--- src/rtl/qrs_pkg.sv ---
package qrs_pkg;

  typedef enum logic [2:0] {
    PH_IDLE  = 3'd0,
    PH_INSTR = 3'd1,
    PH_ADDR  = 3'd2,
    PH_MODE  = 3'd3,
    PH_DUMMY = 3'd4,
    PH_DATA  = 3'd5,
    PH_HOLD  = 3'd6
  } phase_e;

  typedef enum logic [1:0] {
    RV_FAST    = 2'd0,
    RV_WORD    = 2'd1,
    RV_OCTAL   = 2'd2,
    RV_WRAPSET = 2'd3
  } rvar_e;

  localparam logic [7:0] OPC_FAST    = 8'hEB;
  localparam logic [7:0] OPC_WORD    = 8'hE7;
  localparam logic [7:0] OPC_OCTAL   = 8'hE3;
  localparam logic [7:0] OPC_WRAPSET = 8'h77;

endpackage

--- src/rtl/qrs_wrap_cfg.sv ---
module qrs_wrap_cfg #(
  parameter int PAGE_W      = 8,
  parameter int MIN_WRAP_LG = 3,
  parameter int SEL_W       = 2,
  parameter int SEL_LSB     = 5,
  parameter int EN_BIT      = 4
) (
  input  logic              clk,
  input  logic              rst,
  input  logic              cfg_we,
  input  logic [7:0]        cfg_byte,
  output logic              wrap_en,
  output logic [PAGE_W-1:0] wrap_mask
);

  localparam int NSIZE = 1 << SEL_W;

  logic [PAGE_W-1:0] mask_tbl [NSIZE];
  logic [SEL_W-1:0]  sel;

  // one mask per selectable window length
  for (genvar k = 0; k < NSIZE; k++) begin : g_mask
    assign mask_tbl[k] = PAGE_W'((1 << (MIN_WRAP_LG + k)) - 1);
  end

  assign sel = cfg_byte[SEL_LSB +: SEL_W];

  logic unused_cfg_bits;
  assign unused_cfg_bits = ^cfg_byte;

  always_ff @(posedge clk) begin
    if (rst) begin
      wrap_en   <= 1'b0;
      wrap_mask <= mask_tbl[0];
    end else if (cfg_we) begin
      wrap_en   <= ~cfg_byte[EN_BIT];
      wrap_mask <= mask_tbl[sel];
    end
  end

  AST_CFG_HOLD: assert property (@(posedge clk) disable iff (rst)
    !cfg_we |=> $stable(wrap_en) && $stable(wrap_mask));

endmodule

--- src/rtl/qrs_addr_gen.sv ---
module qrs_addr_gen
  import qrs_pkg::*;
#(
  parameter int ADDR_W     = 24,
  parameter int PAGE_W     = 8,
  parameter int WORD_LSBS  = 1,
  parameter int OCTAL_LSBS = 4
) (
  input  logic              clk,
  input  logic              rst,
  input  logic [3:0]        nib,
  input  logic              addr_shift,
  input  logic              addr_load,
  input  logic              byte_step,
  input  rvar_e             variant,
  input  logic              wrap_en,
  input  logic [PAGE_W-1:0] wrap_mask,
  output logic [ADDR_W-1:0] byte_addr
);

  localparam int SH_W = ADDR_W - 4;
  localparam logic [ADDR_W-1:0] WORD_KEEP  = ~ADDR_W'((1 << WORD_LSBS) - 1);
  localparam logic [ADDR_W-1:0] OCTAL_KEEP = ~ADDR_W'((1 << OCTAL_LSBS) - 1);

  logic [SH_W-1:0]   sh_q;
  logic [ADDR_W-1:0] full_addr;
  logic [ADDR_W-1:0] aligned;
  logic [ADDR_W-1:0] win_mask;
  logic [ADDR_W-1:0] incr;
  logic [ADDR_W-1:0] next_addr;
  logic              wrap_act;

  assign full_addr = {sh_q, nib};

  always_comb begin
    case (variant)
      RV_WORD:  aligned = full_addr & WORD_KEEP;
      RV_OCTAL: aligned = full_addr & OCTAL_KEEP;
      default:  aligned = full_addr;
    endcase
  end

  assign win_mask  = {{(ADDR_W-PAGE_W){1'b0}}, wrap_mask};
  assign wrap_act  = wrap_en && (variant == RV_FAST || variant == RV_WORD);
  assign incr      = byte_addr + ADDR_W'(1);
  assign next_addr = wrap_act ? ((byte_addr & ~win_mask) | (incr & win_mask)) : incr;

  always_ff @(posedge clk) begin
    if (rst) begin
      sh_q      <= '0;
      byte_addr <= '0;
    end else begin
      if (addr_shift) sh_q <= full_addr[SH_W-1:0];
      if (addr_load)      byte_addr <= aligned;
      else if (byte_step) byte_addr <= next_addr;
    end
  end

  AST_WORD_ALIGN: assert property (@(posedge clk) disable iff (rst)
    (addr_load && variant == RV_WORD) |=> byte_addr[0] == 1'b0);

  AST_OCTAL_ALIGN: assert property (@(posedge clk) disable iff (rst)
    (addr_load && variant == RV_OCTAL) |=> byte_addr[3:0] == 4'h0);

  AST_WRAP_UPPER_FIXED: assert property (@(posedge clk) disable iff (rst)
    (byte_step && wrap_act) |=>
      ((byte_addr & ~$past(win_mask)) == ($past(byte_addr) & ~$past(win_mask))));

  AST_ADDR_QUIET: assert property (@(posedge clk) disable iff (rst)
    (!addr_load && !byte_step) |=> $stable(byte_addr));

endmodule

--- src/rtl/qrs_ctrl.sv ---
module qrs_ctrl
  import qrs_pkg::*;
#(
  parameter int OP_BITS     = 8,
  parameter int ADDR_NIBS   = 6,
  parameter int FAST_DUMMY  = 4,
  parameter int WORD_DUMMY  = 2,
  parameter int OCTAL_DUMMY = 0,
  parameter int SETUP_DUMMY = 6
) (
  input  logic       clk,
  input  logic       rst,
  input  logic       cs_n,
  input  logic       nib_vld,
  input  logic [3:0] nib,
  output phase_e     phase_o,
  output rvar_e      variant_o,
  output logic       addr_shift,
  output logic       addr_load,
  output logic       byte_step,
  output logic       cfg_we,
  output logic [7:0] cfg_byte
);

  localparam int MAX_A = (OP_BITS > ADDR_NIBS) ? OP_BITS : ADDR_NIBS;
  localparam int MAX_B = (FAST_DUMMY > SETUP_DUMMY) ? FAST_DUMMY : SETUP_DUMMY;
  localparam int MAX_C = (MAX_A > MAX_B) ? MAX_A : MAX_B;
  localparam int CNT_W = $clog2(MAX_C + 1);

  phase_e           phase_q, phase_d, eff_ph, start_ph;
  rvar_e            var_q, var_d;
  logic [CNT_W-1:0] cnt_q, cnt_d, dlen;
  logic [OP_BITS-2:0] op_q, op_d;
  logic [OP_BITS-1:0] opcode;
  logic [3:0]       hi_q, hi_d;
  logic             cont_q, cont_d;
  logic             take;

  always_comb begin
    case (var_q)
      RV_FAST:  dlen = CNT_W'(FAST_DUMMY);
      RV_WORD:  dlen = CNT_W'(WORD_DUMMY);
      RV_OCTAL: dlen = CNT_W'(OCTAL_DUMMY);
      default:  dlen = CNT_W'(SETUP_DUMMY);
    endcase
  end

  assign start_ph = cont_q ? PH_ADDR : PH_INSTR;
  assign eff_ph   = (phase_q == PH_IDLE) ? start_ph : phase_q;
  assign take     = nib_vld && !cs_n;
  assign opcode   = {op_q, nib[0]};

  always_comb begin
    phase_d    = phase_q;
    cnt_d      = cnt_q;
    op_d       = op_q;
    hi_d       = hi_q;
    var_d      = var_q;
    cont_d     = cont_q;
    addr_shift = 1'b0;
    addr_load  = 1'b0;
    byte_step  = 1'b0;
    cfg_we     = 1'b0;
    cfg_byte   = {hi_q, nib};
    if (cs_n) begin
      phase_d = PH_IDLE;
      cnt_d   = '0;
    end else begin
      phase_d = eff_ph;
      if (take) begin
        case (eff_ph)
          PH_INSTR: begin
            if (cnt_q == CNT_W'(OP_BITS - 1)) begin
              cnt_d = '0;
              case (opcode)
                OPC_FAST:    begin var_d = RV_FAST;    phase_d = PH_ADDR;  end
                OPC_WORD:    begin var_d = RV_WORD;    phase_d = PH_ADDR;  end
                OPC_OCTAL:   begin var_d = RV_OCTAL;   phase_d = PH_ADDR;  end
                OPC_WRAPSET: begin var_d = RV_WRAPSET; phase_d = PH_DUMMY; end
                default:     phase_d = PH_HOLD;
              endcase
            end else begin
              cnt_d = cnt_q + 1'b1;
              op_d  = opcode[OP_BITS-2:0];
            end
          end
          PH_ADDR: begin
            addr_shift = 1'b1;
            if (cnt_q == CNT_W'(ADDR_NIBS - 1)) begin
              addr_load = 1'b1;
              cnt_d     = '0;
              phase_d   = PH_MODE;
            end else begin
              cnt_d = cnt_q + 1'b1;
            end
          end
          PH_MODE: begin
            if (cnt_q == '0) begin
              hi_d  = nib;
              cnt_d = CNT_W'(1);
            end else begin
              cont_d  = (hi_q[1:0] == 2'b10);
              cnt_d   = '0;
              phase_d = (dlen == '0) ? PH_DATA : PH_DUMMY;
            end
          end
          PH_DUMMY: begin
            if (cnt_q + 1'b1 == dlen) begin
              cnt_d   = '0;
              phase_d = PH_DATA;
            end else begin
              cnt_d = cnt_q + 1'b1;
            end
          end
          PH_DATA: begin
            if (cnt_q == '0) begin
              hi_d  = nib;
              cnt_d = CNT_W'(1);
            end else begin
              cnt_d = '0;
              if (var_q == RV_WRAPSET) begin
                cfg_we  = 1'b1;
                phase_d = PH_HOLD;
              end else begin
                byte_step = 1'b1;
              end
            end
          end
          default: ;
        endcase
      end
    end
  end

  always_ff @(posedge clk) begin
    if (rst) begin
      phase_q <= PH_IDLE;
      cnt_q   <= '0;
      op_q    <= '0;
      hi_q    <= '0;
      var_q   <= RV_FAST;
      cont_q  <= 1'b0;
    end else begin
      phase_q <= phase_d;
      cnt_q   <= cnt_d;
      op_q    <= op_d;
      hi_q    <= hi_d;
      var_q   <= var_d;
      cont_q  <= cont_d;
    end
  end

  assign phase_o   = phase_q;
  assign variant_o = var_q;

  AST_DESELECT_IDLE: assert property (@(posedge clk) disable iff (rst)
    cs_n |=> phase_q == PH_IDLE);

  AST_DATA_ENTRY: assert property (@(posedge clk) disable iff (rst)
    (phase_q == PH_DATA && $past(phase_q) != PH_DATA) |->
      ($past(phase_q) == PH_MODE || $past(phase_q) == PH_DUMMY));

  AST_CONT_SKIP: assert property (@(posedge clk) disable iff (rst)
    (phase_q == PH_IDLE && !cs_n && cont_q && !nib_vld) |=> phase_q == PH_ADDR);

  AST_HOLD_STICKS: assert property (@(posedge clk) disable iff (rst)
    (phase_q == PH_HOLD && !cs_n) |=> phase_q == PH_HOLD);

endmodule

--- src/rtl/qrs_top.sv ---
module qrs_top
  import qrs_pkg::*;
#(
  parameter int ADDR_W      = 24,
  parameter int PAGE_W      = 8,
  parameter int MIN_WRAP_LG = 3,
  parameter int FAST_DUMMY  = 4,
  parameter int WORD_DUMMY  = 2,
  parameter int OCTAL_DUMMY = 0
) (
  input  logic              clk,
  input  logic              rst,
  input  logic              cs_n,
  input  logic              nib_vld,
  input  logic [3:0]        nib,
  output logic [2:0]        phase,
  output logic [ADDR_W-1:0] byte_addr
);

  localparam int ADDR_NIBS = ADDR_W / 4;

  phase_e            phase_w;
  rvar_e             var_w;
  logic              addr_shift, addr_load, byte_step, cfg_we, wrap_en;
  logic [7:0]        cfg_byte;
  logic [PAGE_W-1:0] wrap_mask;

  qrs_ctrl #(
    .OP_BITS(8), .ADDR_NIBS(ADDR_NIBS), .FAST_DUMMY(FAST_DUMMY),
    .WORD_DUMMY(WORD_DUMMY), .OCTAL_DUMMY(OCTAL_DUMMY), .SETUP_DUMMY(6)
  ) u_ctrl (
    .clk(clk), .rst(rst), .cs_n(cs_n), .nib_vld(nib_vld), .nib(nib),
    .phase_o(phase_w), .variant_o(var_w), .addr_shift(addr_shift),
    .addr_load(addr_load), .byte_step(byte_step), .cfg_we(cfg_we),
    .cfg_byte(cfg_byte)
  );

  qrs_wrap_cfg #(
    .PAGE_W(PAGE_W), .MIN_WRAP_LG(MIN_WRAP_LG), .SEL_W(2), .SEL_LSB(5), .EN_BIT(4)
  ) u_wrap (
    .clk(clk), .rst(rst), .cfg_we(cfg_we), .cfg_byte(cfg_byte),
    .wrap_en(wrap_en), .wrap_mask(wrap_mask)
  );

  qrs_addr_gen #(
    .ADDR_W(ADDR_W), .PAGE_W(PAGE_W), .WORD_LSBS(1), .OCTAL_LSBS(4)
  ) u_addr (
    .clk(clk), .rst(rst), .nib(nib), .addr_shift(addr_shift),
    .addr_load(addr_load), .byte_step(byte_step), .variant(var_w),
    .wrap_en(wrap_en), .wrap_mask(wrap_mask), .byte_addr(byte_addr)
  );

  assign phase = phase_w;

endmodule

--- config.mk ---
export PLATFORM = sky130hd
export DESIGN_NAME = qrs_top
export DESIGN_NICKNAME = d
export VERILOG_FILES = /design/src/rtl/qrs_pkg.sv /design/src/rtl/qrs_wrap_cfg.sv /design/src/rtl/qrs_addr_gen.sv /design/src/rtl/qrs_ctrl.sv /design/src/rtl/qrs_top.sv
export SDC_FILE = /design/constraint.sdc
export NUM_CORES = 1
export LEC_CHECK = 0
export CORE_ASPECT_RATIO = 1.25
export CORE_MARGIN = 3
export CORE_UTILIZATION = 31
export CTS_CLUSTER_DIAMETER = 60
export DETAILED_ROUTE_END_ITERATION = 10
export DONT_BUFFER_PORTS = 1
export PLACE_DENSITY = 0.42
export SLEW_MARGIN = 30
export SYNTH_ARGS = -nofsm -noshare
export SYNTH_HDL_FRONTEND = slang
export SYNTH_SLANG_ARGS = --single-unit
--- constraint.sdc ---
create_clock -name clk -period 3.5 [get_ports clk]
set_clock_uncertainty 0.2 [all_clocks]
set_input_delay 0.7 -clock clk [delete_from_list [all_inputs] [get_ports clk]]
set_output_delay 0.7 -clock clk [all_outputs]
set_load 0.005 [all_outputs]
# Word-level counts from Yosys, hierarchy flattened
# Index checks and enable logic that the tools add are counted.
# W data, S select, Z words.
# word_totals
register_bits	73
input_bits	8
output_inout_bits	27
word_cells	100
# op_classes
n_addsub	2
order_cmp	1
eq_ne	16
muxes	43
bitwise	9
n_reduce_logical	19
# op_table
op	count
$mux W24	3
$add A24 B1 Y24 const B	1
$and A24 B24 Y24	1
$and A24 B8 Y24	1
$eq A8 B8 Y1 const B	3
$mux W3	8
$not A8 Y24	1
$or A24 B24 Y24	1
$mux W1	19
$bmux W8 S2	1
$mux W8	2
$pmux W4 S4	1
$pmux W3 S5	1
$mux W4	3
$reduce_and A4 Y1	3
$pmux W3 S3	1
$eq A4 B3 Y1 const B	2
$eq A8 B7 Y1 const B	1
$logic_not A4 Y1	2
$pmux W2 S4	1
$pmux W4 S2	1
$reduce_bool A4 Y1	2
$eq A2 B2 Y1 const B	3
$eq A3 B2 Y1 const B	2
20 further kinds	26

# Logic depth before layout (Yosys ltp)
# Gate-level depths: netlist of the first run.
# depth
ltp_word	8
ltp_mapped	9
mapped_depth_nobuf	7

# Modules after synthesis
# Synthesis of the first run repeated with hierarchy kept, for this count alone.
# hier_totals
hier_cells	466
hier_area_um2	3906.2
# modules_own_cells
module	n_inst	cells_per_inst	area_each_um2	seq_area_each_um2
qrs_addr_gen	1	266	2299.7	880.8
qrs_ctrl	1	178	1420.1	420.4
qrs_wrap_cfg	1	22	186.4	80.1

# Least setup slack after synthesis of the first run
# Ideal clock, no wire load.
# synth_path
path_type	register to register
startpoint	register u_addr.byte_addr[0]
endpoint	register u_addr.byte_addr[18]
setup_time_ps	91
arrival_ps	2165
required_ps	3209
setup_slack_ps	1044
path_stages_with_launch	8
n_path_buf	1
period_less_slack_ps	2456
path_cell_list	dfxtp_1 -> ha_1 -> nand3_2 -> or3_1 -> buf_6 -> or2_4 -> or4_1 -> a311oi_1
# synth_between
elab_chain_len	6
# synth_lines
element	line_no	text
start: declaration	qrs_addr_gen.sv:18	output logic [ADDR_W-1:0] byte_addr
start signal: assignment	qrs_addr_gen.sv:54	if (addr_load) byte_addr <= aligned;
start signal: assignment	qrs_addr_gen.sv:55	else if (byte_step) byte_addr <= next_addr;
$add A24 B1 Y24 *	qrs_addr_gen.sv:45	assign incr = byte_addr + ADDR_W'(1);
$and A24 B8 Y24	qrs_addr_gen.sv:46	assign next_addr = wrap_act ? ((byte_addr & ~win_mask) | (incr & win_mask)) : incr;
$or A24 B24 Y24	qrs_addr_gen.sv:46	
$mux W24 *	qrs_addr_gen.sv:46	
$mux W24 *	qrs_addr_gen.sv:55	
$mux W24 *	qrs_addr_gen.sv:54	
# Every way passes the cells marked *; elsewhere a longest branch is shown, timed or not. The select of a mux whose other input is x is not followed.
# A chain may end at the register's enable or synchronous reset.

# Worst setup path in the final report of the first run
# Ends and elaborated chain as after synthesis.

==> results of run 1 <==
[worst register-to-register path: cells and delay by family (launching register included)]
kind / cells / cell delay, ns
compound gates: 1 / 0.26
flops: 1 / 0.44
simple gates: 4 / 1.51
fa+ha+maj: 1 / 0.23
[registers in the layout (all words and copies together), names as in the netlist, named ones only]
name              flops
u_addr.byte_addr     21
u_ctrl.op_q           7
u_ctrl.phase_o        3
u_ctrl.hi_q           3
u_ctrl.variant_o      2
u_ctrl.cnt_q          4
u_wrap.wrap_en        1
u_wrap.wrap_mask      3
u_ctrl.cont_q         1
u_addr.sh_q          20
[metrics by stage]
step           cell area (um^2)  utilization [%]  hold WS (ns)  setup slack [ns]
2_1_floorplan              3650                -         0.237              1.04
5_1_grt                    4070             36.0         0.226             0.546
3_3_place_gp               3790             33.5         0.244             0.833
4_1_cts                    4070             36.0         0.223             0.776
6_report                   4070             36.0         0.235             0.781
3_5_place_dp               3790             33.5         0.251             0.763
[how the worst max path moves through the flow]
stage                   startpoint              endpoint  slack (ns)  cells after the start
3_3_place_gp               nib_vld  u_addr.byte_addr[22]        0.83                      7
5_1_grt            u_ctrl.cnt_q[0]   u_addr.byte_addr[8]        0.55                      9
6_report       u_addr.byte_addr[0]  u_addr.byte_addr[18]        0.78                      6
2_1_floorplan  u_addr.byte_addr[0]  u_addr.byte_addr[18]        1.04                      7
4_1_cts        u_addr.byte_addr[0]  u_addr.byte_addr[18]        0.78                      6
3_5_place_dp               nib_vld   u_addr.byte_addr[6]        0.76                      7
[synthesized netlist by cell type, types with 3 or more instances]
library cell  number
nor3_1            16
mux2i_1            9
o21a_1             3
nand2_1           63
clkbuf_1          25
inv_1             14
o31ai_1            4
or3_1              5
a221oi_1           3
o32ai_1            6
dfxtp_1           68
a32oi_1            3
a31oi_1            3
o21ai_0           19
nand2b_1           7
and3_1             4
buf_2              3
a211oi_1          13
nor4_1            10
nor3b_1            3
a311oi_1           7
xor2_1             3
nand3_1           16
nor2b_1            4
a21oi_1           49
nand3b_1           3
xnor2_1            5
o31a_1             6
ha_1               8
nor2_1            32
nand4_1            7
[routing by layer]
layer	GRT usage (%)	vias to the layer above
met2	29.2	90
li1	-	1692
met1	21.2	1603
met5	0	-
met4	8.08	0
met3	3.71	25
[logic make-up after synthesis]
logic type,after synthesis
AOI/OAI and AO/OA,139
xor gates and xnor gates,8
adders and majority gates,8
buffers and inverters,45
DFF,68
muxes,10
and+or+nand+nor,185
[area by class of cell]
type / count / area share [%]
clock buffer: 11 / 5.71
clock inverter: 4 / 1.26
inverter: 14 / 1.29
multi-input combinational: 350 / 52.0
sequential: 68 / 33.4
tap: 135 / 4.15
timing repair buffer: 12 / 2.21
[power by group]
group | switching, W | internal [W] | leakage, nW | total [W]
Combinational | 0.0000219 | 0.0000150 | 0.620 | 0.0000369
Clock | 0.000345 | 0.000548 | 0.136 | 0.000893
Sequential | 0.00000522 | 0.000777 | 0.548 | 0.000782
Total | 0.000372 | 0.00134 | 1.30 | 0.00171
==> summary.md, run 1 <==
| Metric | Value |
|---|---|
| Status | `complete, no violations` |
| Area grow syn2layout | `11.5%` |
| Post-Syn Area | `0.00365 mm^2` |
| Most common library cell in the layout ignoring fill and taps | `dfxtp_1` |
| Peak supply drop | `168 uV` |
| Worst reg2reg path depth | `6` |
| Hold_buf cts | `0` |
| Starting DRT DRC Count | `120` |
| Nets | `471` |
| Die width | `103 um` |
| Largest family of logic cells by synthesized area | `compound AO/OA/AOI/OAI gates` |
| Slew margin rel. | `47.1%` |
| Detail Placement HPWL | `7.92 mm` |
| Longest Clk Path Bufs | `2` |
| XOR/XNOR Fraction of Synth Area | `1.92%` |
| Syn_area_per_cell | `7.89 um^2` |
| Die area | `0.0131 mm^2` |
| Total GRT Usage | `17.5%` |
| Syn Nets | `479` |
| Adder-cell area share of the yosys netlist | `2.74%` |
| Synth warn | `0` |
| Met1 WL | `4.75 mm` |
| Power Total | `0.00171 W` |
| Initial antenna violation count | `0` |
| Tmin final | `2.72 ns` |
| Die Ht | `127 um` |
| Antenna Nets Post-Route | `0` |
| IO Pins | `35` |
| Row count | `43` |
| Num CTS Buffers | `9` |
| Multi-input gate area | `0.00212 mm^2` |
| Number of synthesized flops with an enable pin | `0` |
| Buffers & Inverters on Critical Path | `0` |
| Routed vias/inst | `5.74` |
| Register area share after synthesis | `37.3%` |
| # setup viols final | `0` |
| Initial Util | `32.3%` |
| Dominant cell type by area after synthesis | `dfxtp_1` |
| Fin cells | `594` |
| Top sig layer | `met4` |
| CTS Root Cell | `clkbuf_16` |
| Synth top area cells | `dfxtp_1 (37%), a21oi_1 (6.7%), nand2_1 (6.5%)` |
| Worst Hold Launch | `rst` |
| Port bufs | `0` |
| Final slew viol count | `0` |
| Gpl congestion | `0.872` |
| Library cells used by synthesis | `62` |
| Crit Path Category | `reg2reg` |
| Seq. cell area | `0.00136 mm^2` |
| # resized after CTS | `0` |
| Yosys reg bits | `68` |
| Post-Place Cells | `579` |
| Worst Hold Depth | `1` |
| Layout fillers | `1230` |
| Clock latency on the worst-skew pair | `0.34 ns` |
| Met2 routed WL | `5.50 mm` |
| Clock-pin slew of the registers on the worst-case setup and hold paths | `0.06 ns` |
| Post-Synthesis Cells | `463` |
| Slew of the pin with the lowest slew margin | `0.791 ns` |
| Worst Path Arrival | `2.76 ns` |
| CP top delay family | `simple AND/OR/NAND/NOR gates` |
| Reg-to-Reg Start | `u_addr.byte_addr[0]` |
| First-pass GRT wire length | `17.9 mm` |
| Leakage | `1.30 nW` |
| Area share of the largest cell type after synthesis | `37.3%` |
| Vias in the first global route | `3372` |
| Hold Fails Final Rpt | `0` |
| Worst Path Required | `3.55 ns` |
| Slowest stage cell, crit path | `or3_1` |
| Share of layout cells above drive strength 1 | `7.63%` |
| Highest-count cells in the layout ignoring fill and taps | `dfxtp_1 (68), nand2_1 (63), a21oi_1 (49)` |
| # diodes | `0` |
| TritonCTS clock tree | `done` |
| Met3 Wirelength | `558 um` |
| R2R Path End | `u_addr.byte_addr[18]` |
| Ys flop type | `dfxtp_1` |
| Fraction of registers with async set/reset | `0%` |
| Synth Area in Compound Gates | `25.2%` |
| CP startpoint kind | `flip-flop` |
| Core Area | `0.0113 mm^2` |
| Post-synthesis mux area share | `2.77%` |
| Hold EP | `u_addr.sh_q[12]` |
| Routed wire length per instance | `18.7 um` |
| Simple-gate share of the synthesized area | `25.1%` |
| # clock sinks | `68` |
| Drt drc | `0` |
| CP peak stage delay | `0.56 ns` |
| GR Overflow Total | `0` |
| Crit path max fanout | `10` |
| Htree depth | `3` |
| First-pass DRT Iterations | `4` |
| Maximum clock rate | `368 MHz` |
| RSZ-0062 raised after global routing | `no` |
| R2R Setup Slk | `0.78 ns` |
| Largest net degree at the start of global routing | `65` |
| Max cap viols | `0` |
| Setup TNS | `0 ns` |
| Total length of routed wires | `11.1 mm` |
| Routed via count | `3410` |
| Hold WC Path Type | `in2reg` |
| Setup Buffers After CTS | `0` |
| CP cell instances | `ha_1 -> nand3_2 -> or3_1 -> or2_4 -> or4_1 -> a311oi_1` |
| CP Capture Type | `flip-flop` |
| Pwr per Cell Area | `420 mW/mm^2` |
| Period utilisation layout | `77.7%` |
No activity file was read; power rests on OpenSTA's default activity.
==> inputs of run 2 (changes only) <==
--- a/config.mk
+++ b/config.mk
@@ -11,7 +11,7 @@
 export CTS_CLUSTER_DIAMETER = 60
 export DETAILED_ROUTE_END_ITERATION = 10
 export DONT_BUFFER_PORTS = 1
-export PLACE_DENSITY = 0.42
+export PLACE_DENSITY = 0.43
 export SLEW_MARGIN = 30
 export SYNTH_ARGS = -nofsm -noshare
 export SYNTH_HDL_FRONTEND = slang
==> constraint.sdc (replaced) <==
create_clock -name clk -period 2.3 [get_ports clk]
set_clock_uncertainty 0.2 [all_clocks]
set_input_delay 0.46 -clock clk [delete_from_list [all_inputs] [get_ports clk]]
set_output_delay 0.46 -clock clk [all_outputs]
set_load 0.005 [all_outputs]
==> summary.md, run 2 (same netlist as run 1, synthesis figures left out) <==
| Metric | Value |
|---|---|
| # clock sinks | `68 (unchanged)` |
| Worst Path Arrival | `2.27 ns (-0.49 ns)` |
| Starting DRT DRC Count | `143 (+19%)` |
| CP startpoint kind | `flip-flop` |
| Nets | `524 (+11%)` |
| Initial antenna violation count | `0 (unchanged)` |
| Die area | `0.0131 mm^2 (unchanged)` |
| Highest-count cells in the layout ignoring fill and taps | `dfxtp_1 (64), nand2_1 (63), buf_4 (56)` |
| Peak supply drop | `250 uV (+48%)` |
| Largest register FFs | `21 (unchanged)` |
| Die Ht | `127 um (unchanged)` |
| TritonCTS clock tree | `done` |
| Power Total | `0.00279 W (+63%)` |
| Most common library cell in the layout ignoring fill and taps | `dfxtp_1` |
| Period utilisation layout | `96.8% (+19 points)` |
| Status | `complete, no violations` |
| Leakage | `1.60 nW (+23%)` |
| Largest net degree at the start of global routing | `25 (-62%)` |
| Core Area | `0.0113 mm^2 (unchanged)` |
| Gpl congestion | `0.865 (-0.70%)` |
| Port bufs | `0 (unchanged)` |
| Pwr per Cell Area | `603 mW/mm^2 (+43%)` |
| Slew margin rel. | `56.9% (+9.8 points)` |
| Combinational Power Share | `3.5% (+1.3 points)` |
| Final slew viol count | `0 (unchanged)` |
| # setup viols final | `0 (unchanged)` |
| Worst Path Required | `2.35 ns (-1.20 ns)` |
| Total GRT Usage | `19.5% (+1.9 points)` |
| GR Overflow Total | `0 (unchanged)` |
| Htree depth | `3 (unchanged)` |
| Power Internal | `0.00219 W (+64%)` |
| Routed wire length per instance | `19.3 um (+3.2%)` |
| Sw power | `0.000598 W (+60%)` |
| Share of layout cells above drive strength 1 | `19.3% (+12 points)` |
| Clock-pin slew of the registers on the worst-case setup and hold paths | `0.06 ns (about the same)` |
| Setup TNS | `0 ns (unchanged)` |
| Antenna Nets Post-Route | `0 (unchanged)` |
| IO Pins | `35 (unchanged)` |
| Die width | `103 um (unchanged)` |
| Row count | `43 (unchanged)` |
| Sequential power share | `42.5% (-3.2 points)` |
| Crit path max fanout | `4 (-6)` |
| # diodes | `0 (unchanged)` |
| First-pass GRT wire length | `19.5 mm (+8.6%)` |
| Largest Register | `u_addr.byte_addr` |
| CP Capture Type | `flip-flop` |
| Clock latency on the worst-skew pair | `0.33 ns (about the same)` |
| Largest registers | `u_addr.byte_addr x21, u_addr.sh_q x20, u_ctrl.op_q x7` |
| Maximum clock rate | `449 MHz (+22%)` |
| Longest Clk Path Bufs | `2 (unchanged)` |
| Initial Util | `32.3% (unchanged)` |
| Crit Path Category | `reg2reg` |
| Max cap viols | `0 (unchanged)` |
| Tmin final | `2.23 ns (-0.492 ns)` |
| First-pass DRT Iterations | `7 (+3)` |
| CTS Root Cell | `clkbuf_16` |
| Vias in the first global route | `3590 (+6.5%)` |
| RSZ-0062 raised after global routing | `no` |
| Routed via count | `3635 (+6.6%)` |
| Hold Fails Final Rpt | `0 (unchanged)` |
| Total length of routed wires | `12.5 mm (+12%)` |
| Area grow syn2layout | `26.6%` |
| Routed vias/inst | `5.62 (-2.1%)` |
| Hold WC Path Type | `in2reg` |
| Net Sw Frac | `21.4% (-0.32 points)` |
| Num CTS Buffers | `9 (unchanged)` |
| Drt drc | `0 (unchanged)` |
| Clock Power Share | `53.9% (+1.7 points)` |
| Detail Placement HPWL | `8.64 mm (+9.1%)` |
| Slew of the pin with the lowest slew margin | `0.644 ns (-0.147 ns)` |
==> run 2: metal layers <==
| metal | GRT usage [%] | vias to the layer above | wire, um |
|---|---|---|---|
| li1 | - | 1794 | - |
| met1 | 22.5 | 1760 | 5120 |
| met2 | 33.8 | 61 | 6520 |
| met3 | 4.15 | 20 | 508 |
| met4 | 8.69 | 0 | 354 |
| met5 | 0 | - | 0 |
==> run 2: path summary, 6_finish.rpt <==
kind	from	end	slack, ns	cells past startpoint
setup / recovery	u_addr.byte_addr[0]	u_addr.byte_addr[18]	0.07	6
hold / removal	rst	u_addr.byte_addr[9]	0.04	1
setup reg to reg	u_addr.byte_addr[0]	u_addr.byte_addr[18]	0.07	6
hold reg to reg	u_ctrl.hi_q[0]	u_wrap.wrap_en	0.26	1
==> run 2: layout make-up <==
class	instances	area, um^2
fillers	1187	6670
inverters	14	52.6
multi-input cells	350	2200
clock buffers	11	243
well taps	135	169
repair buffers	65	517
flip-flops and latches	68	1370
clock inverters	4	73.8
==> run 2: timing repair <==
action | 4_1_cts | 5_1_grt
setup buffers | 2 | 0
endpoints found under the setup margin | 3 | 18
gates cloned | 0 | 1
pin swaps | 1 | 2
hold buffers | 6 | 1
gates resized for setup | 3 | 17
endpoints found under the hold margin | 15 | 1
==> run 2: worst max-delay path: stages, from the launching register on <==
cell and delay, ns:
dfxtp_4 0.36, ha_4 0.14, nand3_4 0.08, or3_4 0.36, or2_4 0.25, or4_1 0.50
a311oi_1 0.25
==> run 2: power groups by stage <==
| stage | Clock [W] | Combinational (W) | Sequential (W) |
|---|---|---|---|
| after floorplan | 0 | 0.0000589 | 0.00121 |
| after global placement | 0 | 0.0000686 | 0.00121 |
| after detailed placement | 0 | 0.0000681 | 0.00121 |
| after CTS | 0.00154 | 0.0000964 | 0.00119 |
| after global routing | 0.00157 | 0.000108 | 0.00119 |
| final | 0.00150 | 0.0000982 | 0.00119 |
==> run 2: per-stage QoR <==
stage	util, %	setup WS (ns)	instances	hold WS [ns]	cell area (um^2)
4_1_cts	40.3	0.0163	645	0.000939	4560
3_3_place_gp	36.7	0.0225	622	0.243	4150
2_1_floorplan	-	0.00276	463	0.237	3680
5_1_grt	40.9	0.00217	647	0.0399	4620
6_report	40.9	0.0736	647	0.0437	4620
3_5_place_dp	36.7	-0.0394	622	0.250	4150
==> inputs of run 3 (changes only) <==
--- a/config.mk
+++ b/config.mk
@@ -7,11 +7,11 @@
 export LEC_CHECK = 0
 export CORE_ASPECT_RATIO = 1.25
 export CORE_MARGIN = 3
-export CORE_UTILIZATION = 31
+export CORE_UTILIZATION = 55
 export CTS_CLUSTER_DIAMETER = 60
 export DETAILED_ROUTE_END_ITERATION = 10
 export DONT_BUFFER_PORTS = 1
-export PLACE_DENSITY = 0.43
+export PLACE_DENSITY = 0.7
 export SLEW_MARGIN = 30
 export SYNTH_ARGS = -nofsm -noshare
 export SYNTH_HDL_FRONTEND = slang
==> summary.md, run 3 (same netlist as run 1, synthesis figures left out) <==
| Metric | Value |
|---|---|
| CP top delay family | `simple AND/OR/NAND/NOR gates` |
| Max cap viols | `0 (unchanged)` |
| Fin Hold WS | `0.0383 ns (-0.00540 ns)` |
| Slew of the pin with the lowest slew margin | `0.643 ns (-0.00171 ns)` |
| Leakage | `1.45 nW (-9.5%)` |
| Tmin final | `2.27 ns (+0.0474 ns)` |
| Slew margin rel. | `57.1% (+0.15 points)` |
| Num CTS Buffers | `9 (unchanged)` |
| Detail Placement HPWL | `7.12 mm (-18%)` |
| Antenna Nets Post-Route | `0 (unchanged)` |
| Crit Path Category | `reg2reg` |
| CP peak stage delay | `0.47 ns (-0.03 ns)` |
| Most common library cell in the layout ignoring fill and taps | `nand2_1` |
| Final slew viol count | `0 (unchanged)` |
| Slowest stage cell, crit path | `or4_4` |
| GR Overflow Total | `0 (unchanged)` |
| Buffers & Inverters on Critical Path | `1 (+1)` |
| Die area | `0.00766 mm^2 (-42%)` |
| CP startpoint kind | `flip-flop` |
| Worst Path Required | `2.35 ns (about the same)` |
| Status | `complete, no violations` |
| Drt drc | `0 (unchanged)` |
| Routed vias/inst | `6.29 (+12%)` |
| Total length of routed wires | `10.7 mm (-14%)` |
| # setup viols final | `0 (unchanged)` |
| Clock-pin slew of the registers on the worst-case setup and hold paths | `0.07 ns (about the same)` |
| Setup Buffers After CTS | `0 (-2)` |
| Longest Clk Path Bufs | `2 (unchanged)` |
| # diodes | `0 (unchanged)` |
| Row count | `32 (-26%)` |
| Setup TNS | `0 ns (unchanged)` |
| Port bufs | `0 (unchanged)` |
| Die Ht | `97.1 um (-24%)` |
| Largest register FFs | `21 (unchanged)` |
| Maximum clock rate | `440 MHz (-2.1%)` |
| Initial Util | `58.1% (+26 points)` |
| Highest-count cells in the layout ignoring fill and taps | `nand2_1 (63), dfxtp_1 (61), a21oi_1 (48)` |
| TritonCTS clock tree | `done` |
| Peak supply drop | `425 uV (+70%)` |
| Crit path max fanout | `5 (+1)` |
| Share of layout cells above drive strength 1 | `18.1% (-1.3 points)` |
| IO Pins | `35 (unchanged)` |
| Clock latency on the worst-skew pair | `0.34 ns (about the same)` |
| Largest registers | `u_addr.byte_addr x21, u_addr.sh_q x20, u_ctrl.op_q x7` |
| Post-route design area | `0.00432 mm^2 (-6.5%)` |
| # clock sinks | `68 (unchanged)` |
| Hold Fails Final Rpt | `0 (unchanged)` |
| Core Area | `0.00629 mm^2 (-44%)` |
| First-pass DRT Iterations | `6 (-1)` |
| Largest net degree at the start of global routing | `56 (+120%)` |
| Period utilisation layout | `98.9% (+2.1 points)` |
| Die width | `78.9 um (-23%)` |
| Layout fillers | `524 (-56%)` |
| Initial antenna violation count | `0 (unchanged)` |
| Setup WS post-layout | `0.0262 ns (-0.0474 ns)` |
| Area after DPL | `0.00400 mm^2 (-3.6%)` |
| Area grow syn2layout | `18.4%` |
| Worst Path Arrival | `2.32 ns (+0.05 ns)` |
| Total GRT Usage | `27.7% (+8.3 points)` |
| Fin cells | `578 (-11%)` |
| Vias in the first global route | `3496 (-2.6%)` |
| Htree depth | `3 (unchanged)` |
| Post-Place Cells | `559 (-10%)` |
| CTS Root Cell | `clkbuf_8` |
| Hold WC Path Type | `in2reg` |
| Routed wire length per instance | `18.5 um (-4.2%)` |
| CP Capture Type | `flip-flop` |
| Routed via count | `3634 (-0.028%)` |
| Starting DRT DRC Count | `277 (+94%)` |
| First-pass GRT wire length | `17.0 mm (-13%)` |
| Largest Register | `u_addr.byte_addr` |
| Pwr per Cell Area | `516 mW/mm^2 (-14%)` |
| Pre-CTS setup slack | `-0.0756 ns (-0.0361 ns)` |
| Gpl congestion | `0.953 (+10%)` |
| CP cell instances | `inv_1 -> ha_1 -> or3b_4 -> and4_4 -> nand3_2 -> or4_4 -> a311oi_2` |
| Nets | `505 (-3.6%)` |
[run 3: changes by cell type in the layout (fill, tap and decap cells not counted), sizes merged]
cell | previous run | this run
clkbuf | 11 | 13
bufinv | 2 | 1
buf | 59 | 45
dlygate4sd3 | 6 | 1
clkinv | 2 | 1
[run 3: through the flow]
step	utilization [%]	power [W]
6_report	68.8	0.00223
3_5_place_dp	63.7	0.00127
5_1_grt	68.8	0.00232
2_1_floorplan	-	0.00127
3_3_place_gp	63.7	0.00127
4_1_cts	67.7	0.00225
[run 3: repair_timing]
item | CTS | global route
endpoints found under the setup margin | 7 | 13
hold buffers | 2 | 0
pin swaps | 2 | 2
resized for setup | 8 | 15
gates cloned | 1 | 1
hold endpoints to repair | 55 | 0
[run 3: cell type report]
| type | instances | area, um^2 | share of cell area [%] |
|---|---|---|---|
| Clock inverter | 2 | 35.0 | 0.810 |
| Timing Repair Buffer | 46 | 384 | 8.88 |
| Tap cell | 85 | 106 | 2.46 |
| Sequential cell | 68 | 1370 | 31.7 |
| Clock buffer | 13 | 149 | 3.44 |
| Multi-Input combinational cell | 350 | 2220 | 51.4 |
| Inverter | 14 | 52.6 | 1.22 |
[run 3: final timing paths]
kind	from	to	slack, ns	depth (start not counted)
max	u_ctrl.cnt_q[0]	u_addr.byte_addr[18]	0.03	7
max reg2reg	u_ctrl.cnt_q[0]	u_addr.byte_addr[18]	0.03	7
min	rst	u_addr.byte_addr[14]	0.04	1
min reg2reg	u_addr.sh_q[19]	u_addr.sh_q[19]	0.26	2
[run 3: power by group]
part	total (W)	internal [W]	switching, W
combinational	0.0000835	0.0000321	0.0000515
clock	0.000962	0.000525	0.000437
sequential	0.00119	0.00118	0.00000753
[run 3: layer usage]
layer / vias up / routed length, um / GRT usage (%)
li1: 1754 / - / -
met1: 1718 / 4410 / 33.2
met2: 138 / 5430 / 46.0
met3: 24 / 581 / 5.57
met4: 0 / 281 / 14.9
met5: - / 0 / 0
